## src/rtl/kcd_pkg.sv

```systemverilog
package kcd_pkg;
  localparam int unsigned NKEY    = 4;
  localparam int unsigned NACT    = 4;
  localparam int unsigned NCOMBO  = 4;
  localparam int unsigned CFG_AW  = 4;
  localparam int unsigned CFG_DW  = 16;

  typedef enum logic [1:0] {
    ACT_INTR   = 2'd0,
    ACT_ECRST  = 2'd1,
    ACT_SYSRST = 2'd2,
    ACT_BATT   = 2'd3
  } act_idx_e;

  typedef struct packed {
    logic [NACT-1:0] act;
    logic [NKEY-1:0] sel;
  } combo_ctl_t;

  localparam logic [CFG_AW-1:0] ADDR_INV   = 4'd0;
  localparam logic [CFG_AW-1:0] ADDR_DEB   = 4'd1;
  localparam logic [CFG_AW-1:0] ADDR_ECW   = 4'd2;
  localparam logic [CFG_AW-1:0] ADDR_CLR   = 4'd3;
  localparam int unsigned       ADDR_CTL0  = 4;
  localparam int unsigned       ADDR_TIME0 = 8;
endpackage

```

## src/rtl/kcd_tick.sv

```systemverilog
module kcd_tick #(
  parameter int unsigned DIV = 4
) (
  input  logic clk_i,
  input  logic rst_ni,
  output logic tick_o
);
  localparam int unsigned CW = (DIV > 1) ? $clog2(DIV) : 1;

  logic [CW-1:0] cnt_q, cnt_d;

  assign tick_o = (cnt_q == CW'(DIV - 1));

  always_comb begin
    cnt_d = tick_o ? '0 : cnt_q + 1'b1;
  end

  always_ff @(posedge clk_i or negedge rst_ni) begin
    if (!rst_ni) cnt_q <= '0;
    else         cnt_q <= cnt_d;
  end
endmodule

```

## src/rtl/kcd_cfg.sv

```systemverilog
module kcd_cfg
  import kcd_pkg::*;
#(
  parameter int unsigned TW = 16
) (
  input  logic                          clk_i,
  input  logic                          rst_ni,
  input  logic                          wr_i,
  input  logic [CFG_AW-1:0]             addr_i,
  input  logic [CFG_DW-1:0]             wdata_i,
  input  logic                          lock_i,
  output logic [NKEY-1:0]               inv_o,
  output logic [TW-1:0]                 deb_o,
  output logic [TW-1:0]                 ecw_o,
  output combo_ctl_t [NCOMBO-1:0]       ctl_o,
  output logic [NCOMBO-1:0][TW-1:0]     time_o,
  output logic [NCOMBO-1:0]             clr_o,
  output logic                          locked_o
);
  logic                      locked_q, locked_d;
  logic [NKEY-1:0]           inv_q, inv_d;
  logic [TW-1:0]             deb_q, deb_d, ecw_q, ecw_d;
  combo_ctl_t [NCOMBO-1:0]   ctl_q, ctl_d;
  logic [NCOMBO-1:0][TW-1:0] time_q, time_d;
  logic                      wen;

  assign wen = wr_i & ~(locked_q | lock_i);

  always_comb begin
    locked_d = locked_q | lock_i;
    inv_d    = inv_q;
    deb_d    = deb_q;
    ecw_d    = ecw_q;
    ctl_d    = ctl_q;
    time_d   = time_q;
    if (wen) begin
      if (addr_i == ADDR_INV) inv_d = wdata_i[NKEY-1:0];
      if (addr_i == ADDR_DEB) deb_d = wdata_i[TW-1:0];
      if (addr_i == ADDR_ECW) ecw_d = wdata_i[TW-1:0];
      for (int i = 0; i < NCOMBO; i++) begin
        if (addr_i == CFG_AW'(ADDR_CTL0 + i))
          ctl_d[i] = combo_ctl_t'(wdata_i[NACT+NKEY-1:0]);
        if (addr_i == CFG_AW'(ADDR_TIME0 + i))
          time_d[i] = wdata_i[TW-1:0];
      end
    end
  end

  always_ff @(posedge clk_i or negedge rst_ni) begin
    if (!rst_ni) begin
      locked_q <= 1'b0;
      inv_q    <= '0;
      deb_q    <= '0;
      ecw_q    <= '0;
      ctl_q    <= '0;
      time_q   <= '0;
    end else begin
      locked_q <= locked_d;
      inv_q    <= inv_d;
      deb_q    <= deb_d;
      ecw_q    <= ecw_d;
      ctl_q    <= ctl_d;
      time_q   <= time_d;
    end
  end

  assign clr_o    = (wr_i && addr_i == ADDR_CLR) ? wdata_i[NCOMBO-1:0] : '0;
  assign inv_o    = inv_q;
  assign deb_o    = deb_q;
  assign ecw_o    = ecw_q;
  assign ctl_o    = ctl_q;
  assign time_o   = time_q;
  assign locked_o = locked_q;
endmodule

```

## src/rtl/kcd_slot.sv

```systemverilog
module kcd_slot
  import kcd_pkg::*;
#(
  parameter int unsigned TW = 16
) (
  input  logic            clk_i,
  input  logic            rst_ni,
  input  logic            tick_i,
  input  logic [NKEY-1:0] eff_i,
  input  logic [NKEY-1:0] sel_i,
  input  logic [TW-1:0]   deb_i,
  input  logic [TW-1:0]   det_i,
  output logic            fire_o
);
  logic          act;
  logic [TW:0]   target;
  logic          pact_q, pact_d, armed_q, armed_d;
  logic [TW:0]   cnt_q, cnt_d;

  // All selected inputs low, and at least one input selected
  assign act    = (|sel_i) && ((eff_i & sel_i) == '0);
  assign target = {1'b0, deb_i} + {1'b0, det_i};

  always_comb begin
    pact_d  = act;
    armed_d = armed_q;
    cnt_d   = cnt_q;
    fire_o  = 1'b0;
    if (!act) begin
      armed_d = 1'b0;
    end else if (!pact_q) begin
      armed_d = 1'b1;
      cnt_d   = '0;
    end else if (armed_q) begin
      if (cnt_q == target) begin
        fire_o  = 1'b1;
        armed_d = 1'b0;
      end else if (tick_i) begin
        cnt_d = cnt_q + 1'b1;
      end
    end
  end

  always_ff @(posedge clk_i or negedge rst_ni) begin
    if (!rst_ni) begin
      pact_q  <= 1'b0;
      armed_q <= 1'b0;
      cnt_q   <= '0;
    end else begin
      pact_q  <= pact_d;
      armed_q <= armed_d;
      cnt_q   <= cnt_d;
    end
  end
endmodule

```

## src/rtl/kcd_action.sv

```systemverilog
module kcd_action
  import kcd_pkg::*;
#(
  parameter int unsigned TW = 16
) (
  input  logic                    clk_i,
  input  logic                    rst_ni,
  input  logic                    tick_i,
  input  logic [NCOMBO-1:0]       fire_i,
  input  combo_ctl_t [NCOMBO-1:0] ctl_i,
  input  logic [TW-1:0]           ecw_i,
  input  logic [NCOMBO-1:0]       clr_i,
  output logic [NCOMBO-1:0]       cause_o,
  output logic                    intr_o,
  output logic                    ec_rst_no,
  output logic                    sys_o,
  output logic                    batt_o
);
  logic [NCOMBO-1:0] en_intr, en_ec, en_sys, en_batt;
  logic [NCOMBO-1:0] st_q, st_d;
  logic [TW-1:0]     ec_q, ec_d;
  logic              sys_q, sys_d, batt_q, batt_d;

  for (genvar i = 0; i < NCOMBO; i++) begin : g_en
    assign en_intr[i] = ctl_i[i].act[ACT_INTR];
    assign en_ec[i]   = ctl_i[i].act[ACT_ECRST];
    assign en_sys[i]  = ctl_i[i].act[ACT_SYSRST];
    assign en_batt[i] = ctl_i[i].act[ACT_BATT];
  end

  always_comb begin
    st_d   = (st_q & ~clr_i) | (fire_i & en_intr);
    sys_d  = |(fire_i & en_sys);
    batt_d = |(fire_i & en_batt);
    ec_d   = ec_q;
    if (|(fire_i & en_ec))          ec_d = ecw_i;
    else if (ec_q != '0 && tick_i)  ec_d = ec_q - 1'b1;
  end

  always_ff @(posedge clk_i or negedge rst_ni) begin
    if (!rst_ni) begin
      st_q   <= '0;
      ec_q   <= '0;
      sys_q  <= 1'b0;
      batt_q <= 1'b0;
    end else begin
      st_q   <= st_d;
      ec_q   <= ec_d;
      sys_q  <= sys_d;
      batt_q <= batt_d;
    end
  end

  assign cause_o   = st_q;
  assign intr_o    = |st_q;
  assign ec_rst_no = (ec_q == '0);
  assign sys_o     = sys_q;
  assign batt_o    = batt_q;
endmodule

```

## src/rtl/kcombo_det.sv

```systemverilog
module kcombo_det
  import kcd_pkg::*;
#(
  parameter int unsigned TICK_DIV = 4,
  parameter int unsigned TIME_W   = 16
) (
  input  logic              clk_i,
  input  logic              rst_ni,
  input  logic [3:0]        key_ni,
  input  logic              cfg_wr_i,
  input  logic [3:0]        cfg_addr_i,
  input  logic [15:0]       cfg_wdata_i,
  input  logic              cfg_lock_i,
  output logic              intr_o,
  output logic [3:0]        intr_cause_o,
  output logic              ec_rst_no,
  output logic              sys_rst_req_o,
  output logic              batt_cut_req_o
);
  logic                          tick;
  logic [NKEY-1:0]               inv, eff;
  logic [TIME_W-1:0]             deb, ecw;
  combo_ctl_t [NCOMBO-1:0]       ctl;
  logic [NCOMBO-1:0][TIME_W-1:0] tdet;
  logic [NCOMBO-1:0]             clr, fire;
  logic                          locked;

  kcd_tick #(.DIV(TICK_DIV)) u_tick (
    .clk_i (clk_i), .rst_ni (rst_ni), .tick_o (tick)
  );

  kcd_cfg #(.TW(TIME_W)) u_cfg (
    .clk_i (clk_i), .rst_ni (rst_ni),
    .wr_i (cfg_wr_i), .addr_i (cfg_addr_i), .wdata_i (cfg_wdata_i),
    .lock_i (cfg_lock_i),
    .inv_o (inv), .deb_o (deb), .ecw_o (ecw), .ctl_o (ctl),
    .time_o (tdet), .clr_o (clr), .locked_o (locked)
  );

  assign eff = key_ni ^ inv;

  for (genvar i = 0; i < NCOMBO; i++) begin : g_slot
    kcd_slot #(.TW(TIME_W)) u_slot (
      .clk_i (clk_i), .rst_ni (rst_ni), .tick_i (tick),
      .eff_i (eff), .sel_i (ctl[i].sel),
      .deb_i (deb), .det_i (tdet[i]), .fire_o (fire[i])
    );
  end

  kcd_action #(.TW(TIME_W)) u_act (
    .clk_i (clk_i), .rst_ni (rst_ni), .tick_i (tick),
    .fire_i (fire), .ctl_i (ctl), .ecw_i (ecw), .clr_i (clr),
    .cause_o (intr_cause_o), .intr_o (intr_o), .ec_rst_no (ec_rst_no),
    .sys_o (sys_rst_req_o), .batt_o (batt_cut_req_o)
  );
endmodule

```

## config.mk

```make
export PLATFORM = sky130hd
export DESIGN_NAME = kcombo_det
export DESIGN_NICKNAME = d
export VERILOG_FILES = /design/src/rtl/kcd_pkg.sv /design/src/rtl/kcd_tick.sv /design/src/rtl/kcd_cfg.sv /design/src/rtl/kcd_slot.sv /design/src/rtl/kcd_action.sv /design/src/rtl/kcombo_det.sv
export SDC_FILE = /design/constraint.sdc
export NUM_CORES = 1
export LEC_CHECK = 0
export BUFFER_PORTS_ARGS = -buffer_cell sky130_fd_sc_hd__buf_2
export CAP_MARGIN = 20
export CORE_MARGIN = 3
export CORE_UTILIZATION = 58
export DETAILED_ROUTE_END_ITERATION = 6
export PLACE_DENSITY = 0.78
export RECOVER_POWER = 25
export SKIP_CTS_REPAIR_TIMING = 1
export SYNTH_ARGS = -nofsm -noshare
export SYNTH_HDL_FRONTEND = slang
export SYNTH_SLANG_ARGS = --single-unit
```

## constraint.sdc

```tcl
create_clock -name clk_i -period 4 [get_ports clk_i]
set_clock_uncertainty 0.2 [all_clocks]
set_input_delay 0 -clock clk_i [delete_from_list [all_inputs] [get_ports clk_i]]
set_output_delay 0 -clock clk_i [all_outputs]
set_load 0.005 [all_outputs]
```

==> impl_metrics.yaml, run 1 <==
route:
  firstDrtPassIters: 5
  ant_nets: 0
  drt-wirelength-per-cell_um: 20.9
  wirelength_um: 41200
  drcViolationCount: 0
  num_vias: 12600
  drt_iter0_markers: 1039
  vias_per_cell: 6.42
min_path:
  holdPathStages: 4
  hold_path.class: "input port to flip-flop"
cts:
  clock_path_buffers: 3
  cts_tree: "yes"
  cts_buffers: 25
  cts_htree_levels: 1
  clk_latency_ps: 540
  numClockSinks: 233
  cts_root_buf: "clkbuf_16"
  path_clk_slew_ps: 60
global_routing:
  grt_start_max_net_pins: 91
  antenna_found_initial: 0
  grt_pass1_wl_um: 65600
  track_usage_pct: 28.5
  overflow: 0
  grt_pass1_vias: 12300
critical_path:
  reg2reg_depth: 12
  crit_path_end_kind: "flip-flop"
  arrival_ps: 4090
  critPathKind: "flip-flop to flip-flop"
  start_kind: "flip-flop"
  worstPathRequired_ps: 4210
  path_max_fanout: 6
floorplan:
  die_y_um: 168
  io_pins: 36
  die_area_um2: 28100
  coreArea_um2: 25400
  num_rows: 58
  chipWidth_um: 168
  initial_utilization_pct: 59.7
placement:
  io_buffers: 35
  placed_cells: 1892
  place.gp.congestion: 0.944
  dpl.hpwl_um: 28700
timing:
  worst_pin_slew_ps: 2200
  rsz0062_at_grt: "true"
  fmax_mhz: 258
  finalSetupTns_ps: 0
  slew_violations: 156
  period_share_pct: 96.8
  fin_crit_ps: 3870
  setup_viol: 0
  hold_violations: 0
  slew_headroom_pct: -46.5
synthesis:
  ys_ff_latch: 233
  syn_avg_cell_area_um2: 9.84
  ys.flop_type: "dfrtp_1"
  yosysUniqueCellTypes: 86
  synth_fp_nets: 1642
  synth_warnings: 0
  synth_area_um2: 15200
  synth_edf_count: 0
  synth_top_area_share_pct: 38.5
  netlist_top_cells_area: "dfrtp_1, mux2_2, ha_1, xnor2_1, nand2_1"
  synth_seq_area_share_pct: 38.5
  async_reset_ff_share_pct: 100
  synthCells: 1540
  synth_largest_area_cell: "dfrtp_1"
pwr:
  power.total_uw: 6300
  p_per_area_nw_per_um2: 364
  p_leak_uw: 0.00803
  ir_worst_vdd_v: 0.000327
finish:
  ff_latch_area_um2: 5840
  final_layout_size_suffix_gt1_share_pct: 21.5
  fillCellCount: 1952
  synthToLayoutAreaGrowth_pct: 14.2
  num-nets-final: 1725
  insertedDiodeCount: 0
  multi_input_comb_area_um2: 9040
  fin_cells: 1970
outcome:
  status: "finished with violations"
  violations: "capacitance limit, slew limit"
job:
  drv_cap: 2
cells in the final DEF, fill, tap and decap left out, types with 7 or more instances in the layout:
cell / n
or4_1: 22
and3_1: 22
and4_1: 8
o21ai_0: 78
o221ai_1: 7
nand3_1: 72
o211ai_1: 18
buf_2: 33
nor4_1: 14
mux2_4: 10
o31ai_1: 22
nand2_1: 135
buf_4: 58
inv_1: 32
a31oi_1: 11
nor3_1: 25
xor2_1: 39
a211oi_1: 7
bufinv_16: 7
xnor2_1: 61
a21oi_1: 85
or3_1: 16
nor2b_1: 10
ha_1: 65
o21a_1: 13
mux2_2: 138
a21o_1: 22
and2_1: 17
dfrtp_1: 229
clkbuf_16: 25
o41ai_1: 10
nand4_1: 35
dlygate4sd3_1: 25
a22o_1: 12
nand2b_1: 13
nor2_1: 68
critical path, cell delays in order (launching register included):
cell and delay (ps):
dfrtp_1 490, ha_1 400, a21o_1 220, a31o_2 270
and2_1 190, nor4_2 330, a221oi_1 110, nand3_1 170
nor4_2 80, buf_4 140, a2111oi_4 540, buf_4 250
mux2_2 340
metrics by stage:
stage | hold slack, ps | utilization (%) | setup WS [ps] | cell area [um^2]
CTS | -715 | 66.5 | -186 | 16900
global placement | -161 | 62.7 | -104 | 15900
global route | 0.503 | 68.2 | -37.4 | 17300
detailed placement | -148 | 62.7 | -138 | 15900
floorplan | -496 | - | 278 | 15200
finish | 16.6 | 68.2 | 126 | 17300
power breakdown:
part	internal (uW)	switching (uW)	leakage, uW
registers	2530	246	0.00315
logic	398	435	0.00442
clock network	1700	987	0.000468
total	4630	1670	0.00803
per-layer routing:
layer	up-vias	track usage, %	routed length (um)
met5	-	0	0
met4	0	6.83	1140
met3	64	4.49	2450
met2	362	46.6	19400
met1	6268	40.2	18200
li1	5950	-	-
state kept, by name (all words and copies together) (netlist names):
register	cells
u_cfg.ctl_o	32
g_slot.u_slot.cnt_q	68
u_cfg.deb_o	16
g_slot.u_slot.pact_q	4
g_slot.u_slot.armed_q	4
u_act.sys_o	1
u_cfg.time_o	64
u_cfg.ecw_o	16
u_act.batt_o	1
u_cfg.inv_o	4
u_act.ec_q	16
u_act.cause_o	4
u_cfg.locked_o	1
u_tick.cnt_q	2
cell usage after synthesis (12+ instances only):
cell type and instances:
a21o_1 22, a21oi_1 86, a22o_1 12, a31oi_1 12, and2_1 17, and3_1 22
buf_2 12, clkbuf_1 49, dfrtp_1 233, ha_1 70, inv_1 32, mux2_2 138
nand2_1 135, nand2b_1 13, nand3_1 72, nand4_1 35, nor2_1 69, nor3_1 26
nor4_1 17, o211ai_1 18, o21a_1 13, o21ai_0 79, o31ai_1 22, or3_1 17
or4_1 22, xnor2_1 61, xor2_1 39
cell families (layout without fill, tap and decap cells):
kind of cell | count (synthesis) | after routing | share of synthesized area (%)
buf+inv | 102 | 202 | 2.85
simple gates | 500 | 500 | 17.7
compound gates | 376 | 376 | 17.1
xor+xnor | 101 | 101 | 5.93
flops | 233 | 233 | 38.5
mux | 154 | 154 | 11.6
fa+ha+maj | 74 | 74 | 6.31
layout make-up:
type	instances	share of cell area [%]
Timing Repair Buffer	126	5.47
Multi-Input combinational cell	1205	52.2
Clock inverter	12	1.42
Sequential cell	233	33.7
Inverter	32	0.694
Tap cell	330	2.38
Clock buffer	32	4.11
path summary, 6_finish.rpt:
kind,startpoint,to,slack (ps)
max in group asynchronous,rst_ni,u_cfg.deb_o[0],650
worst max register to register,u_cfg.deb_o[6],u_act.ec_q[5],130
worst min register to register,u_tick.cnt_q[0],u_tick.cnt_q[0],230
min in group asynchronous,rst_ni,g_slot[2].u_slot.cnt_q[11],840
worst min-delay path,key_ni[0],g_slot[2].u_slot.pact_q,20
worst max-delay path,u_cfg.deb_o[6],u_act.ec_q[5],130
Note: power is estimated with default switching activity, not from simulation.
==> run 2: changes to the inputs <==
- ABC_AREA: default -> 1
==> run 2 against run 1 <==
Effect of this change:
- critical path depth grew 9
- hold slack better by 19 ps
- largest cell class unchanged
- non-clock buffer count decreased by 50
- register-to-register slack improved by 110 ps
- final cell count grew 39%
- sequential power shrank 15%
- fmax rose by 2.9%
- sequential share of layout area shrank 0.99 points
- first-iteration DRC count is 26% higher
- the run still ends with capacitance limit, slew limit left
- synthesized cell count grew 49%
- worst setup slack better by 110 ps
- die area up 5.8%
==> impl_metrics.yaml, run 2 <==
critical_path:
  worst_path_most_repeated_cell: "nand2_1"
  slowest_stage: "dfrtp_1"
  arrival_ps: 4050
  crit_path_end_kind: "flip-flop"
  reg2reg_depth: 21
  start_kind: "flip-flop"
  path_max_fanout: 15
  max_stage_delay_ps: 520
  worstPathRequired_ps: 4280
  critPathKind: "flip-flop to flip-flop"
  worstPathCellList: "ha_1, fa_1, nand2_1, nand2_1, nand3b_1, nand2_1, nand3_1, nand2_1, nand2_1, nand2_1, nand2_1, nand2_1, nor2_1, nand3_1, nor2_1, nand3_1, nand2_2, inv_2, nand2_4, nand2_1, nand3_1"
synthesis:
  syn_avg_cell_area_um2: 7.00
  yosysUniqueCellTypes: 48
  synth_area_um2: 16100
  synth_largest_area_cell: "dfrtp_1"
  ys_ff_latch: 233
  synthCells: 2294
  yosysMostFrequentCell: "nand2_1"
  synth_edf_count: 0
  netlist_top_cells_area: "dfrtp_1, nand2_1, inv_1, nand3_1, o21ai_0"
  async_reset_ff_share_pct: 100
  synth_warnings: 0
  synth_seq_area_share_pct: 36.3
  synth_top_area_share_pct: 36.3
  synth_fp_nets: 2396
  synth_common_cells: "nand2_1, inv_1, dfrtp_1"
  ys.flop_type: "dfrtp_1"
pwr:
  p_per_area_nw_per_um2: 289
  p_leak_uw: 0.00908
  ir_worst_vdd_v: 0.000349
finish:
  fin_area_um2: 17800
  insertedDiodeCount: 0
  mostFrequentLayoutCell: "nand2_1"
  synthToLayoutAreaGrowth_pct: 10.9
  regMostFlops: "g_slot.u_slot.cnt_q"
  largest_reg_flops: 68
  fillCellCount: 2390
  num-nets-final: 2444
  final_layout_size_suffix_gt1_share_pct: 5.97
  final_cell_mix: "nand2_1, inv_1, dfrtp_1"
  fin_cells: 2735
timing:
  setup_slack_ps: 234
  finalSetupTns_ps: 0
  period_share_pct: 94.2
  hold_violations: 0
  holdWs_ps: 35.6
  worst_pin_slew_ps: 2920
  rsz0062_at_grt: "false"
  fin_crit_ps: 3770
  fmax_mhz: 266
  slew_headroom_pct: -94.9
  slew_violations: 111
  setup_viol: 0
placement:
  place.gp.congestion: 0.976
  dpl.hpwl_um: 32800
  io_buffers: 35
  placed_cells: 2652
  dp_worst_setup_slack_ps: 219
  dpl_cell_area_um2: 16500
cts:
  cts_buffers: 27
  numClockSinks: 233
  cts_htree_levels: 1
  cts_tree: "yes"
  clock_path_buffers: 3
  clk_latency_ps: 550
  path_clk_slew_ps: 60
  cts_root_buf: "clkbuf_16"
floorplan:
  num_rows: 60
  die_y_um: 172
  chipWidth_um: 172
  die_area_um2: 29700
  coreArea_um2: 27100
  io_pins: 36
  initial_utilization_pct: 59.3
route:
  vias_per_cell: 5.64
  drt_iter0_markers: 1310
  ant_nets: 0
  wirelength_um: 45500
  drcViolationCount: 0
  firstDrtPassIters: 6
  num_vias: 15400
  drt-wirelength-per-cell_um: 16.6
outcome:
  status: "finished with violations"
  violations: "capacitance limit, slew limit"
global_routing:
  grt_start_max_net_pins: 112
  overflow: 0
  grt_pass1_wl_um: 72200
  grt_pass1_vias: 14300
  antenna_found_initial: 0
  track_usage_pct: 30.2
min_path:
  hold_path.class: "input port to flip-flop"
  holdPathStages: 4
job:
  drv_cap: 1
==> run 2: cell types whose count changed after synthesis, sizes merged, moves of 18 or more <==
cell / delta
a21oi: -23
or4: -20
a21o: -21
inv: +237
nand3: +124
mux2: -148
nor2: +85
o21ai: +105
xnor2: -30
nand2: +616
xor2: +31
o211ai: -18
==> run 2: cells by family after synthesis <==
logic type      share of synthesized area [%]
fa+ha+maj                                5.95
xor+xnor                                 5.51
simple gates                             33.7
flops                                    36.3
compound gates                           10.5
buf+inv                                  8.07
==> run 2: power breakdown <==
group          total, uW  switching (uW)  leakage (uW)  internal (uW)
combinational        132             101       0.00549           31.1
clock               2660            1020      0.000465           1630
sequential          2360               0       0.00313           2360
total               5150            1120       0.00908           4020
==> run 2: worst paths after layout <==
check | from | end | slack [ps]
max in group asynchronous | rst_ni | g_slot[0].u_slot.cnt_q[15] | 1150
hold / removal | cfg_lock_i | u_cfg.locked_o | 40
hold reg to reg | u_tick.cnt_q[0] | u_tick.cnt_q[0] | 260
min in group asynchronous | rst_ni | g_slot[2].u_slot.cnt_q[6] | 740
setup / recovery | u_cfg.deb_o[0] | u_act.ec_q[8] | 230
setup reg to reg | u_cfg.deb_o[0] | u_act.ec_q[8] | 230
==> run 2: cell type report <==
cell class / instances / area, um^2 / share of cell area [%]
clock buffers: 41 / 798 / 4.48
clock inverters: 9 / 155 / 0.870
inverters: 270 / 1010 / 5.69
multi-input cells: 1734 / 8970 / 50.3
flip-flops and latches: 233 / 5830 / 32.7
well taps: 372 / 465 / 2.61
repair buffers: 76 / 594 / 3.33
==> run 2: critical path, delay by kind of cell (launching register included) <==
family | cells | cell delay [ps]
simple gates | 18 | 2140
fa+ha+maj | 2 | 750
flops | 1 | 520
buf+inv | 1 | 70
==> run 2: routing by layer <==
metal	vias to the layer above	GRT usage (%)	share of wire, %	wire [um]
met5	-	0	0	0
met4	0	9.37	3.0	1380
met2	490	49.9	47	21100
met3	110	5.28	6.7	3040
li1	7555	-	-	-
met1	7273	40.9	44	19900
==> run 2: stage by stage <==
step           total power [uW]  utilization, %
2_1_floorplan              2420               -
3_3_place_gp               2510            60.9
4_1_cts                    5150            64.5
6_report                   5150            65.8
5_1_grt                    5270            65.8
3_5_place_dp               2510            61.0
==> run 3: changes to the inputs <==
- REMOVE_ABC_BUFFERS: default -> 1
==> run 3 against run 2 <==
Effect of this change:
- the flow still finishes with violations (capacitance limit, slew limit)
- final cell count hardly changed
- first-iteration DRC count fell by 1.8%
- count of clock-buffer cells in the layout decreased by 4
- register-to-register slack improved by 180 ps
- non-clock buffer count rose by 1
- die area did not move
- sequential share of layout area is 0.057 points higher
- worst setup slack better by 180 ps
- total power decreased by 0.71%
- critical endpoint is now u_act.ec_q[13]
- largest cell class unchanged
- largest power group unchanged
==> impl_metrics.yaml, run 3 (synthesis results as in run 2) <==
timing:
  slew_violations: 113
  slew_headroom_pct: -96.0
  fmax_mhz: 279
  finalSetupTns_ps: 0
  worst_pin_slew_ps: 2940
  fin_crit_ps: 3590
  setup_viol: 0
  hold_violations: 0
  period_share_pct: 89.7
  rsz0062_at_grt: "false"
floorplan:
  coreArea_um2: 27100
  num_rows: 60
  initial_utilization_pct: 59.3
  io_pins: 36
  die_area_um2: 29700
  chipWidth_um: 172
  die_y_um: 172
cts:
  cts_buffers: 27
  cts_root_buf: "clkbuf_16"
  cts_tree: "yes"
  clk_latency_ps: 560
  cts_htree_levels: 1
  path_clk_slew_ps: 60
  clock_path_buffers: 3
  numClockSinks: 233
pwr:
  p_per_area_nw_per_um2: 287
  p_switching_uw: 1130
  switching_share_pct: 22.1
  seq_power_share_pct: 46.1
  ir_worst_vdd_v: 0.000322
  p_leak_uw: 0.00909
  comb_power_share_pct: 2.7
  power_frac_clock_pct: 51.2
  p_int_uw: 3980
finish:
  fin_util_pct: 65.7
  final_cell_mix: "nand2_1, inv_1, dfrtp_1"
  insertedDiodeCount: 0
  largest_reg_flops: 68
  final_layout_size_suffix_gt1_share_pct: 6.05
  synthToLayoutAreaGrowth_pct: 10.7
  fin_cells: 2736
  num-nets-final: 2445
  fin_area_um2: 17800
  regMostFlops: "g_slot.u_slot.cnt_q"
  mostFrequentLayoutCell: "nand2_1"
route:
  firstDrtPassIters: 6
  ant_nets: 0
  num_vias: 15500
  wirelength_um: 45300
  drt_iter0_markers: 1287
  drcViolationCount: 0
  drt-wirelength-per-cell_um: 16.5
  vias_per_cell: 5.65
global_routing:
  grt_start_max_net_pins: 117
  track_usage_pct: 30.3
  overflow: 0
  grt_pass1_wl_um: 72200
  grt_pass1_vias: 14200
  antenna_found_initial: 1
critical_path:
  critPathKind: "flip-flop to flip-flop"
  crit_family: "simple AND/OR/NAND/NOR gates"
  path_max_fanout: 15
  worstPathRequired_ps: 4280
  max_stage_delay_ps: 470
  crit_path_end_kind: "flip-flop"
  slowest_stage: "dfrtp_1"
  worstPathCellList: "ha_1, fa_1, nand2_1, nand2_1, nand3_1, nand2_1, nand2_1, nand2_1, nand2_1, nand2_1, nand2_1, nand3_1, nor3_2, nand4_1, nand2_2, inv_2, nand2_4, nand2_1, nand3_1"
  start_kind: "flip-flop"
  crit_buf_inv: 1
  reg2reg_slack_ps: 410
  worst_path_most_repeated_cell: "nand2_1"
  arrival_ps: 3870
placement:
  place.gp.congestion: 0.986
  dpl.hpwl_um: 32500
  io_buffers: 35
  placed_cells: 2653
  dpl_cell_area_um2: 16500
outcome:
  status: "finished with violations"
  violations: "capacitance limit, slew limit"
job:
  drv_cap: 1
min_path:
  hold_path.class: "input port to flip-flop"
==> run 3: changes by cell type in the layout (fill, tap and decap cells not counted), sizes merged <==
| cell | before | now |
|---|---|---|
| clkinv | 3 | 8 |
| clkbuf | 45 | 41 |
| dlygate4sd3 | 29 | 30 |
| inv | 271 | 270 |
==> run 3: area by class of cell <==
type | count | area (um^2)
clock buffers | 37 | 763
inverters | 270 | 1010
clock inverters | 13 | 171
repair buffers | 77 | 589
multi-input cells | 1734 | 8960
fillers | 2364 | 9310
well taps | 372 | 465
flip-flops and latches | 233 | 5830
==> run 3: per-layer routing <==
layer,up-vias,wire length (um),GRT usage (%)
met1,7218,19700,41.3
met5,-,11,0
met2,563,20700,50.0
met3,114,2980,4.05
met4,2,1830,10.2
li1,7554,-,-
==> run 3: final timing paths <==
path,start,endpoint,cells after the start
max,u_cfg.deb_o[0],u_act.ec_q[13],19
min,key_ni[1],g_slot[0].u_slot.pact_q,4
max reg2reg,u_cfg.deb_o[0],u_act.ec_q[13],19
min reg2reg,u_tick.cnt_q[0],u_tick.cnt_q[0],1
max in group asynchronous,rst_ni,g_slot[3].u_slot.cnt_q[9],4
min in group asynchronous,rst_ni,g_slot[3].u_slot.cnt_q[10],3
==> run 3: through the flow <==
step	total power (uW)	setup slack [ps]	hold slack, ps
finish	5110	411	9.24
global route	5230	87.6	43.3
CTS	5120	361	-646
detailed placement	2520	381	-65.8
global placement	2520	438	-74.0
floorplan	2420	819	-496
==> run 3: tightest hold or removal path: cells and delay by family <==
family | cells | cell delay [ps]
xor+xnor | 1 | 370
compound gates | 1 | 220
buf+inv | 1 | 90
simple gates | 1 | 50
==> run 3: power groups by stage <==
stage | clock network [uW] | logic (uW) | registers [uW]
global placement | 0 | 116 | 2400
finish | 2610 | 138 | 2360
CTS | 2640 | 118 | 2360
floorplan | 0 | 17.7 | 2400
global route | 2730 | 150 | 2360
detailed placement | 0 | 118 | 2400
